<file path="src/rtl/pwm_pkg.sv">
package pwm_pkg;
    // Which drive the current period is steered to.
    typedef enum logic {
        PHASE_A = 1'b0,
        PHASE_B = 1'b1
    } phase_e;

    function automatic phase_e other_phase(input phase_e p);
        return (p == PHASE_A) ? PHASE_B : PHASE_A;
    endfunction
endpackage

</file>
<file path="src/rtl/pwm_ramp.sv">
module pwm_ramp #(
    parameter int CNT_W = 16
) (
    input  logic             clk,
    input  logic             rst_n,
    input  logic [CNT_W-1:0] period_len,
    input  logic [CNT_W-1:0] blank_len,
    input  logic             sync_in,
    output logic [CNT_W-1:0] cnt,
    output logic             blank,
    output logic             start
);
    localparam logic [CNT_W-1:0] STEP = CNT_W'(1);

    typedef struct packed {
        logic [CNT_W-1:0] cnt;
        logic             blank_prev;
    } ramp_t;

    ramp_t ramp_d, ramp_q;

    always_comb begin
        ramp_d = ramp_q;
        blank  = (ramp_q.cnt < blank_len);
        start  = blank && !ramp_q.blank_prev;
        if (sync_in) begin
            ramp_d.cnt = '0;
        end else if (ramp_q.cnt >= period_len - STEP) begin
            ramp_d.cnt = '0;
        end else begin
            ramp_d.cnt = ramp_q.cnt + STEP;
        end
        ramp_d.blank_prev = blank;
    end

    always_ff @(posedge clk or negedge rst_n) begin
        if (!rst_n) begin
            ramp_q <= '0;
        end else begin
            ramp_q <= ramp_d;
        end
    end

    assign cnt = ramp_q.cnt;


    cnt_range_chk: assert property (@(posedge clk) disable iff (!rst_n)
        ramp_q.cnt < period_len);


    sync_restart_chk: assert property (@(posedge clk) disable iff (!rst_n)
        sync_in |=> (ramp_q.cnt == '0));
endmodule

</file>
<file path="src/rtl/pwm_gate.sv">
module pwm_gate
    import pwm_pkg::*;
#(
    parameter int CNT_W = 16
) (
    input  logic             clk,
    input  logic             rst_n,
    input  logic [CNT_W-1:0] cnt,
    input  logic [CNT_W-1:0] duty_cmd,
    input  logic             blank,
    input  logic             start,
    input  logic             shut_req,
    output logic             pwm_off,
    output phase_e           phase
);
    typedef struct packed {
        logic   latched;
        phase_e phase;
    } gate_t;

    gate_t gate_d, gate_q;
    logic  reached;

    always_comb begin
        gate_d  = gate_q;
        reached = (cnt >= duty_cmd);
        pwm_off = gate_q.latched || reached;
        // shutdown wins; blanking clears; otherwise the latch is sticky
        gate_d.latched = shut_req || (!blank && pwm_off);
        if (start) begin
            gate_d.phase = other_phase(gate_q.phase);
        end
    end

    always_ff @(posedge clk or negedge rst_n) begin
        if (!rst_n) begin
            gate_q.latched <= 1'b1;
            gate_q.phase   <= PHASE_B;
        end else begin
            gate_q <= gate_d;
        end
    end

    assign phase = gate_q.phase;


    term_hold_chk: assert property (@(posedge clk) disable iff (!rst_n)
        (!blank && gate_q.latched) |=> gate_q.latched);


    steer_toggle_chk: assert property (@(posedge clk) disable iff (!rst_n)
        start |=> (gate_q.phase != $past(gate_q.phase)));
endmodule

</file>
<file path="src/rtl/pwm_drive.sv">
module pwm_drive
    import pwm_pkg::*;
(
    input  logic   clk,
    input  logic   rst_n,
    input  logic   blank,
    input  logic   pwm_off,
    input  phase_e phase,
    output logic   drv_a,
    output logic   drv_b
);
    // An output is on only when blanking, termination and its steering are all low.
    always_comb begin
        drv_a = !(blank || pwm_off || (phase != PHASE_A));
        drv_b = !(blank || pwm_off || (phase != PHASE_B));
    end


    no_overlap_chk: assert property (@(posedge clk) disable iff (!rst_n)
        !(drv_a && drv_b));


    blank_quiet_chk: assert property (@(posedge clk) disable iff (!rst_n)
        blank |-> (!drv_a && !drv_b));
endmodule

</file>
<file path="src/rtl/pushpull_pwm.sv">
module pushpull_pwm
    import pwm_pkg::*;
#(
    parameter int CNT_W = 16
) (
    input  logic             clk,
    input  logic             rst_n,
    input  logic [CNT_W-1:0] period_len,
    input  logic [CNT_W-1:0] blank_len,
    input  logic [CNT_W-1:0] duty_cmd,
    input  logic             sync_in,
    input  logic             shut_req,
    output logic             drv_a,
    output logic             drv_b,
    output logic             period_start
);
    logic [CNT_W-1:0] cnt;
    logic             blank;
    logic             start;
    logic             pwm_off;
    phase_e           phase;

    pwm_ramp #(.CNT_W(CNT_W)) u_ramp (
        .clk        (clk),
        .rst_n      (rst_n),
        .period_len (period_len),
        .blank_len  (blank_len),
        .sync_in    (sync_in),
        .cnt        (cnt),
        .blank      (blank),
        .start      (start)
    );

    pwm_gate #(.CNT_W(CNT_W)) u_gate (
        .clk      (clk),
        .rst_n    (rst_n),
        .cnt      (cnt),
        .duty_cmd (duty_cmd),
        .blank    (blank),
        .start    (start),
        .shut_req (shut_req),
        .pwm_off  (pwm_off),
        .phase    (phase)
    );

    pwm_drive u_drive (
        .clk     (clk),
        .rst_n   (rst_n),
        .blank   (blank),
        .pwm_off (pwm_off),
        .phase   (phase),
        .drv_a   (drv_a),
        .drv_b   (drv_b)
    );

    assign period_start = start;


    shut_off_chk: assert property (@(posedge clk) disable iff (!rst_n)
        shut_req |=> (!drv_a && !drv_b));
endmodule

</file>
<file path="config.mk">
export PLATFORM = sky130hd
export DESIGN_NAME = pushpull_pwm
export DESIGN_NICKNAME = d
export VERILOG_FILES = /design/src/rtl/pwm_pkg.sv /design/src/rtl/pwm_ramp.sv /design/src/rtl/pwm_gate.sv /design/src/rtl/pwm_drive.sv /design/src/rtl/pushpull_pwm.sv
export SDC_FILE = /design/constraint.sdc
export NUM_CORES = 1
export LEC_CHECK = 0
export BUFFER_PORTS_ARGS = -buffer_cell sky130_fd_sc_hd__buf_4
export CAP_MARGIN = 10
export CORE_MARGIN = 10
export CORE_UTILIZATION = 35
export DETAILED_ROUTE_END_ITERATION = 6
export GPL_ROUTABILITY_DRIVEN = 1
export HOLD_SLACK_MARGIN = 0.1
export PLACE_DENSITY_LB_ADDON = 0.12
export SYNTH_ARGS = -nofsm -noshare
export SYNTH_HDL_FRONTEND = slang
export SYNTH_SLANG_ARGS = --single-unit
</file>
<file path="constraint.sdc">
create_clock -name clk -period 2.6 [get_ports clk]
set_input_delay 0.26 -clock clk [delete_from_list [all_inputs] [get_ports clk]]
set_output_delay 0.26 -clock clk [all_outputs]
set_load 0.01 [all_outputs]
</file>
==> out/metrics.yaml, run 1 <==
placed_design:
  finalWeightedCongestion: 0.785
  numPortBuffers: 54
  post-place-ws_ps: -356
  dpl.hpwl_um: 4900
  post-place-cells: 436
global_route:
  grt_max_degree: 20
  grt_first_pass_wirelength_um: 9710
  antenna_found_initial: 0
  grt_remaining_overflow: 0
  grt_pass1_vias: 2194
  grtUsageTotal_pct: 11.4
drt:
  dr.pass1.iters: 4
  wl_per_cell_um: 12.9
  vias: 2107
  drc: 0
  postRouteWirelength_um: 5690
  dr_iter_0_viols: 20
  vias_per_cell: 4.76
  antenna_violating_nets_post_route: 0
clocking:
  numCtsBuffers: 3
  clk_latency_ps: 250
  cts_max_path_buffers: 2
  clk_transition_reported_paths_ps: 70
  ctsRootBufferMaster: "sky130_fd_sc_hd__clkbuf_8"
  clock_sink_count: 19
  cts_tree: "yes"
  ctsHtreeMaxLevel: 1
setup_path:
  worst-path-max-fanout: 3
  timing.critical_path.required_ps: 2340
  worstSetupPathType: "flop to primary output"
  r2r_cells: 10
  worst_path_max_delay_cell: "sky130_fd_sc_hd__or4_4"
  cp-end-kind: "primary output"
  timing.critical_path.slowest_cell_delay_ps: 570
  reg2reg_slack_ps: 360
  cp.buffers_inverters: 2
  critical-path-top-delay-family: "simple AND/OR/NAND/NOR gates"
  worstSetupStartpointType: "flop"
  worstReg2RegStart: "u_ramp.cnt[0]"
  critical_path_arrival_ps: 2430
  r2r_end: "u_ramp.cnt[11]"
  worst_path_cell_chain: "ha_4, nand4_1, or4_4, nor3_4, or3_4, inv_4, nor3b_2, buf_4"
  path_depth: 8
power:
  net-switching-power_mw: 0.213
  power.combinational.fraction_pct: 32.3
  power_per_cell_area_nw_per_um2: 242
  power.share.sequential_pct: 41.3
  power.ir.vdd_worst_v: 0.000217
  finalPower_mw: 0.774
  swShare_pct: 27.5
  power.clock.fraction_pct: 26.4
  power.internal_mw: 0.561
  cellLeakagePower_nw: 1.64
sta:
  tns_ps: -1060
  layout_worst_path_cycle_share_pct: 103
  slew_violations: 0
  worst_slack_ps: -87.6
  rsz0062_at_grt: "yes"
  final_worst_hold_slack_ps: 187
  finalHoldViolations: 0
  report.final.setup_viol: 18
  fin_skew_ps: 5.48
  timing_worst_slew_pin_value_ps: 572
  timing.final.crit_period_ps: 2690
  max_clock_freq_ghz: 0.372
  slew_limit_headroom_pct: 61.6
floorplanning:
  die_height_um: 100
  die_width_um: 100
  initial_utilization_pct: 35.7
  ports: 55
  fp.dieArea_um2: 10000
  row_count: 29
  coreArea_um2: 6280
finish:
  final_layout_size_suffix_gt1_share_pct: 31.7
  layoutNonFillerInstCount: 443
  fin_nets: 468
  synthToLayoutAreaGrowth_pct: 42.8
  antennaDiodeCount: 0
  layout_common_cells: "sky130_fd_sc_hd__buf_4, sky130_fd_sc_hd__ha_1, sky130_fd_sc_hd__inv_1"
  final_common_cell: "sky130_fd_sc_hd__buf_4"
synthesis:
  yosys.cell_types.count: 40
  syn-instance-count: 268
  yosys_register_bits: 19
  synth_nets: 369
  area_of_the_mapped_netlist_um2: 2240
  seq_area_frac_synth_pct: 21.3
  mean_area_per_synthesized_cell_um2: 8.37
  yosysWarnings: 0
hold_path:
  worstHoldEndpoint: "u_gate.gate_q[1]"
  min_from: "shut_req"
  timing.hold.worst_path_depth: 2
  hold_path_class: "input pin to flop"
run_status:
  failing_checks: "negative setup slack"
  outcome: "complete, but fails checks"
run:
  maxCapViolations: 0
[sequential cells by signal, summed over array words and instances, names as in the netlist]
signal and cells:
u_gate.gate_q 1, u_ramp.cnt 16, u_ramp.ramp_q 1, u_gate.phase 1
[area by class of cell]
class	count	area, um2
inverters	41	156
clock buffers	4	45.0
repair buffers	95	728
multi-input cells	207	1700
flip-flops and latches	19	478
well taps	77	96.3
fillers	611	3080
[what timing repair did]
item,in CTS,in global routing
gates resized for setup,5,5
hold buffers,1,0
pin swaps,3,6
endpoints found under the hold margin,17,0
endpoints found under the setup margin,18,19
buffers inserted,0,2
[logic make-up (layout without fill, tap and decap cells)]
logic type	Yosys count	in the layout	share of synthesized area, %
compound gates	39	39	11.3
xor+xnor	28	28	10.9
fa+ha+maj	49	49	27.3
buf+inv	42	140	7.09
flops	19	19	21.3
simple gates	91	91	22.0
[worst max path at each step]
stage / slack (ps) / startpoint / end
finish: -90 / u_ramp.cnt[10] / drv_b
detailed placement: -360 / period_len[5] / u_ramp.cnt[2]
global placement: -280 / period_len[5] / u_ramp.cnt[4]
CTS: -80 / period_len[5] / u_ramp.cnt[4]
global route: -260 / period_len[5] / u_ramp.cnt[6]
floorplan: -170 / period_len[5] / u_ramp.cnt[11]
[layer usage]
metal,up-vias,track usage [%],routed length [um]
li1,1122,-,-
met1,957,13.5,2520
met2,26,21.0,2950
met3,2,2.68,206
met4,0,1.30,16
met5,-,0,0
[cells in the mapped netlist (all sizes together)]
master | number | area (um2)
nand3 | 8 | 40.0
nand2b | 4 | 25.0
nor4 | 4 | 52.6
or3 | 2 | 12.5
a2111o | 1 | 11.3
nand3b | 2 | 15.0
a21o | 2 | 15.0
a21oi | 17 | 85.1
and4 | 2 | 17.5
o21ai | 6 | 30.0
o21a | 4 | 30.0
nor2 | 30 | 113
a311oi | 1 | 8.76
inv | 41 | 154
or4 | 2 | 18.8
o221ai | 1 | 8.76
a2111oi | 2 | 23.8
a211oi | 1 | 7.51
nor3 | 7 | 45.0
nand2 | 16 | 60.1
xnor2 | 15 | 131
nor3b | 1 | 12.5
o32a | 1 | 10.0
and3 | 3 | 18.8
dfstp | 2 | 52.6
xor2 | 13 | 114
dfrtp | 17 | 425
or2 | 1 | 6.26
ha | 49 | 613
o31a | 1 | 8.76
nand4 | 7 | 43.8
buf | 1 | 5.00
o211ai | 2 | 15.0
nor2b | 2 | 12.5
[power by group through the flow]
| stage | sequential (mW) | clock (mW) | combinational (mW) |
|---|---|---|---|
| 2_1_floorplan | 0.327 | 0 | 0.102 |
| 3_3_place_gp | 0.325 | 0 | 0.236 |
| 3_5_place_dp | 0.325 | 0 | 0.239 |
| 4_1_cts | 0.319 | 0.212 | 0.246 |
| 5_1_grt | 0.321 | 0.228 | 0.282 |
| 6_report | 0.319 | 0.205 | 0.250 |
[worst register-to-register path: stages (launching register included)]
cell and delay (ps):
sky130_fd_sc_hd__dfrtp_1 360, sky130_fd_sc_hd__inv_1 60, sky130_fd_sc_hd__buf_4 130, sky130_fd_sc_hd__ha_1 250
sky130_fd_sc_hd__nand2b_1 130, sky130_fd_sc_hd__a2111oi_0 470, sky130_fd_sc_hd__buf_4 200, sky130_fd_sc_hd__o32a_1 150
sky130_fd_sc_hd__o211ai_1 130, sky130_fd_sc_hd__buf_12 180, sky130_fd_sc_hd__nor2_1 110
[through the flow]
step	instance area (um2)	utilization [%]
2_1_floorplan	2250	-
3_3_place_gp	3050	48.5
3_5_place_dp	3050	48.5
4_1_cts	3140	50.0
5_1_grt	3200	51.0
6_report	3200	51.0
No activity file was read; power rests on OpenSTA's default activity.
==> run 2, diff against run 1 <==
--- a/config.mk
+++ b/config.mk
@@ -5,6 +5,7 @@
 export SDC_FILE = /design/constraint.sdc
 export NUM_CORES = 1
 export LEC_CHECK = 0
+export ABC_AREA = 1
 export BUFFER_PORTS_ARGS = -buffer_cell sky130_fd_sc_hd__buf_4
 export CAP_MARGIN = 10
 export CORE_MARGIN = 10
==> out/metrics.yaml, run 2 <==
synthesis:
  area_of_the_mapped_netlist_um2: 2530  # +13%
  synth_top_cell_by_area: "sky130_fd_sc_hd__ha_1"
  synth_common_cells: "sky130_fd_sc_hd__nand2_1, sky130_fd_sc_hd__inv_1, sky130_fd_sc_hd__ha_1"
  synth_top_family_by_area: "simple AND/OR/NAND/NOR gates"
  cell_types_with_the_largest_area_share_after_synthesis: "sky130_fd_sc_hd__ha_1, sky130_fd_sc_hd__dfrtp_1, sky130_fd_sc_hd__nand2_1"
  synth_simple_gate_area_share_pct: 32.0  # +10 points
  yosys.cell_types.count: 32  # -20%
  fraction_of_the_mapped_netlist_area_in_compound_gates_pct: 9.38  # -1.9 points
  synth_top_area_share_pct: 24.2  # -3.1 points
  synth.most_common_cell: "sky130_fd_sc_hd__nand2_1"
  yosysWarnings: 0  # unchanged
  muxShareOfSynthArea_pct: 0  # unchanged
  synth_edf_count: 0  # unchanged
  synth_xor_xnor_area_share_pct: 3.80  # -7.1 points
  synth_nets: 476  # +29%
  synth_ff_type: "sky130_fd_sc_hd__dfrtp_1"
  mean_area_per_synthesized_cell_um2: 6.76  # -19%
  yosys_register_bits: 19  # unchanged
  adder_cell_share_of_the_synthesized_area_pct: 24.2  # -3.1 points
  ys_async_sr_fraction_pct: 100  # unchanged
  syn-instance-count: 375  # +40%
  seq_area_frac_synth_pct: 18.9  # -2.5 points
hold_path:
  timing.hold.worst_path_depth: 3  # +1
  hold_path_class: "input pin to flop"
setup_path:
  timing.critical_path.required_ps: 2340  # about the same
  worst_path_cell_chain: "ha_1, nand2_1, inv_1, o21ai_0, a21oi_1, nor2_1, nand2_1, nand2_1, nor2_1, buf_4"
  worstReg2RegStart: "u_ramp.cnt[13]"
  r2r_cells: 8  # -2
  worst-path-max-fanout: 6  # +3
  crit_start: "u_ramp.cnt[9]"
  critical_path_arrival_ps: 2070  # -360 ps
  timing.critical_path.slowest_cell_delay_ps: 470  # -100 ps
  critPathMostFrequentCell: "sky130_fd_sc_hd__nand2_1"
  setup.worst_path.end: "drv_a"
  worst_path_max_delay_cell: "sky130_fd_sc_hd__dfrtp_1"
  worstSetupStartpointType: "flop"
  reg2reg_slack_ps: 820  # +460 ps
  worstSetupPathType: "flop to primary output"
  r2r_end: "u_ramp.cnt[9]"
  cp-end-kind: "primary output"
sta:
  slew_limit_headroom_pct: 73.6  # +12 points
  layout_worst_path_cycle_share_pct: 89.6  # -14 points
  rsz0062_at_grt: "no"
  tns_ps: 0  # +1060 ps
  timing.final.crit_period_ps: 2330  # -357 ps
  fin_skew_ps: 1.03  # -4.44 ps
  max_clock_freq_ghz: 0.429  # +15%
  finalHoldViolations: 0  # unchanged
  timing_worst_slew_pin_value_ps: 393  # -180 ps
  slew_violations: 0  # unchanged
  report.final.setup_viol: 0  # -18
placed_design:
  dpl.hpwl_um: 5340  # +9.0%
  post-place-cells: 527  # +21%
  finalWeightedCongestion: 0.812  # +3.4%
  numPortBuffers: 54  # unchanged
floorplanning:
  die_height_um: 105  # +5.0%
  die_width_um: 105  # +5.0%
  coreArea_um2: 6910  # +10%
  fp.dieArea_um2: 11000  # +10%
  ports: 55  # unchanged
  row_count: 30  # +3.4%
  initial_utilization_pct: 36.7  # +0.97 points
power:
  power.internal_mw: 0.508  # -9.5%
  power.combinational.fraction_pct: 27.9  # -4.4 points
  cellLeakagePower_nw: 1.81  # +9.9%
  power.share.sequential_pct: 43.2  # +1.9 points
  power.ir.vdd_worst_v: 0.000185  # -15%
  swShare_pct: 28.5  # +1.0 points
  net-switching-power_mw: 0.203  # -4.8%
  power.clock.fraction_pct: 28.9  # +2.5 points
  power_per_cell_area_nw_per_um2: 227  # -6.3%
drt:
  postRouteWirelength_um: 6210  # +9.0%
  antenna_violating_nets_post_route: 0  # unchanged
  wl_per_cell_um: 11.7  # -9.2%
  dr_iter_0_viols: 56  # +180%
  vias_per_cell: 4.60  # -3.3%
  drc: 0  # unchanged
  vias: 2446  # +16%
  dr.pass1.iters: 4  # unchanged
finish:
  layout_common_cells: "sky130_fd_sc_hd__nand2_1, sky130_fd_sc_hd__inv_1, sky130_fd_sc_hd__buf_4"
  synthToLayoutAreaGrowth_pct: 23.9
  antennaDiodeCount: 0  # unchanged
  layoutNonFillerInstCount: 532  # +20%
  largest_reg_flops: 16  # unchanged
  final_layout_size_suffix_gt1_share_pct: 18.6  # -13 points
  n_fill_cell: 759  # +24%
  final_common_cell: "sky130_fd_sc_hd__nand2_1"
  fin_nets: 538  # +15%
global_route:
  grt_pass1_vias: 2405  # +9.6%
  grtUsageTotal_pct: 11.3  # -0.14 points
  antenna_found_initial: 0  # unchanged
  grt_max_degree: 20  # unchanged
  grt_first_pass_wirelength_um: 10700  # +10%
  grt_remaining_overflow: 0  # unchanged
clocking:
  cts_tree: "yes"
  numCtsBuffers: 3  # unchanged
  clk_latency_ps: 250  # about the same
  ctsRootBufferMaster: "sky130_fd_sc_hd__clkbuf_8"
  ctsHtreeMaxLevel: 1  # unchanged
  clk_transition_reported_paths_ps: 70  # about the same
  clock_sink_count: 19  # unchanged
  cts_max_path_buffers: 2  # unchanged
run_status:
  outcome: "complete, no violations"
run:
  maxCapViolations: 0  # unchanged
## run 2: cell types whose count changed after synthesis, sizes merged, moves of 7 or more
cell,delta
xnor2,-9
nor2,+17
a21oi,+7
nand3,+16
xor2,-8
o21ai,+7
nand2,+66
inv,+35
## run 2: layout make-up
class	count	area, um2	area share (%)
Clock buffer	3	41.3	1.32
Clock inverter	1	5.00	0.159
Inverter	77	289	9.21
Multi-Input combinational cell	278	1770	56.3
Sequential cell	19	478	15.2
Tap cell	96	120	3.83
Timing Repair Buffer	58	438	14.0
## run 2: worst min-delay path by stage
stage | start | to
2_1_floorplan | rst_n | u_ramp.cnt[0]
3_3_place_gp | rst_n | u_ramp.cnt[12]
3_5_place_dp | rst_n | u_ramp.cnt[12]
4_1_cts | shut_req | u_gate.gate_q[1]
5_1_grt | shut_req | u_gate.gate_q[1]
6_report | shut_req | u_gate.gate_q[1]
## run 2: kinds of logic (layout without fill, tap and decap cells)
logic type | count (synthesis) | count (layout)
AOI/OAI and AO/OA | 43 | 43
xor gates and xnor gates | 11 | 11
buffers and inverters | 78 | 139
adders and majority gates | 49 | 49
and+or+nand+nor | 175 | 175
DFF | 19 | 19
## run 2: power groups by stage
| stage | Combinational, mW | Clock [mW] | Sequential, mW |
|---|---|---|---|
| 2_1_floorplan | 0.101 | 0 | 0.311 |
| 3_3_place_gp | 0.197 | 0 | 0.313 |
| 3_5_place_dp | 0.201 | 0 | 0.313 |
| 4_1_cts | 0.203 | 0.215 | 0.307 |
| 5_1_grt | 0.232 | 0.227 | 0.308 |
| 6_report | 0.198 | 0.206 | 0.307 |
## run 2: timing repair
action / in CTS / in global routing
resized for setup: 0 / 1
setup buffers: 0 / 0
endpoints found under the hold margin: 17 / 0
endpoints found under the setup margin: 0 / 16
hold buffers: 1 / 0
## run 2: critical path, delay by kind of cell (launching register included)
kind | cells | cell delay [ps]
buf+inv | 2 | 160
simple gates | 5 | 590
compound gates | 2 | 260
flops | 1 | 470
fa+ha+maj | 1 | 330
## run 2: layer usage
layer / vias up / routed length [um] / GRT usage [%]
li1: 1329 / - / -
met1: 1076 / 2980 / 14.2
met2: 39 / 2960 / 19.7
met3: 2 / 246 / 2.52
met4: 0 / 22 / 1.27
met5: - / 0 / 0
## run 2: through the flow
step	hold slack, ps	util (%)	area [um2]	setup WS [ps]	power, mW
final	190	45.4	3140	269	0.711
after global routing	207	45.4	3140	2.06	0.766
after CTS	184	45.3	3130	207	0.725
after detailed placement	155	44.5	3070	-52.6	0.514
after global placement	154	44.5	3070	26.4	0.510
after floorplan	-35.6	-	2530	296	0.411
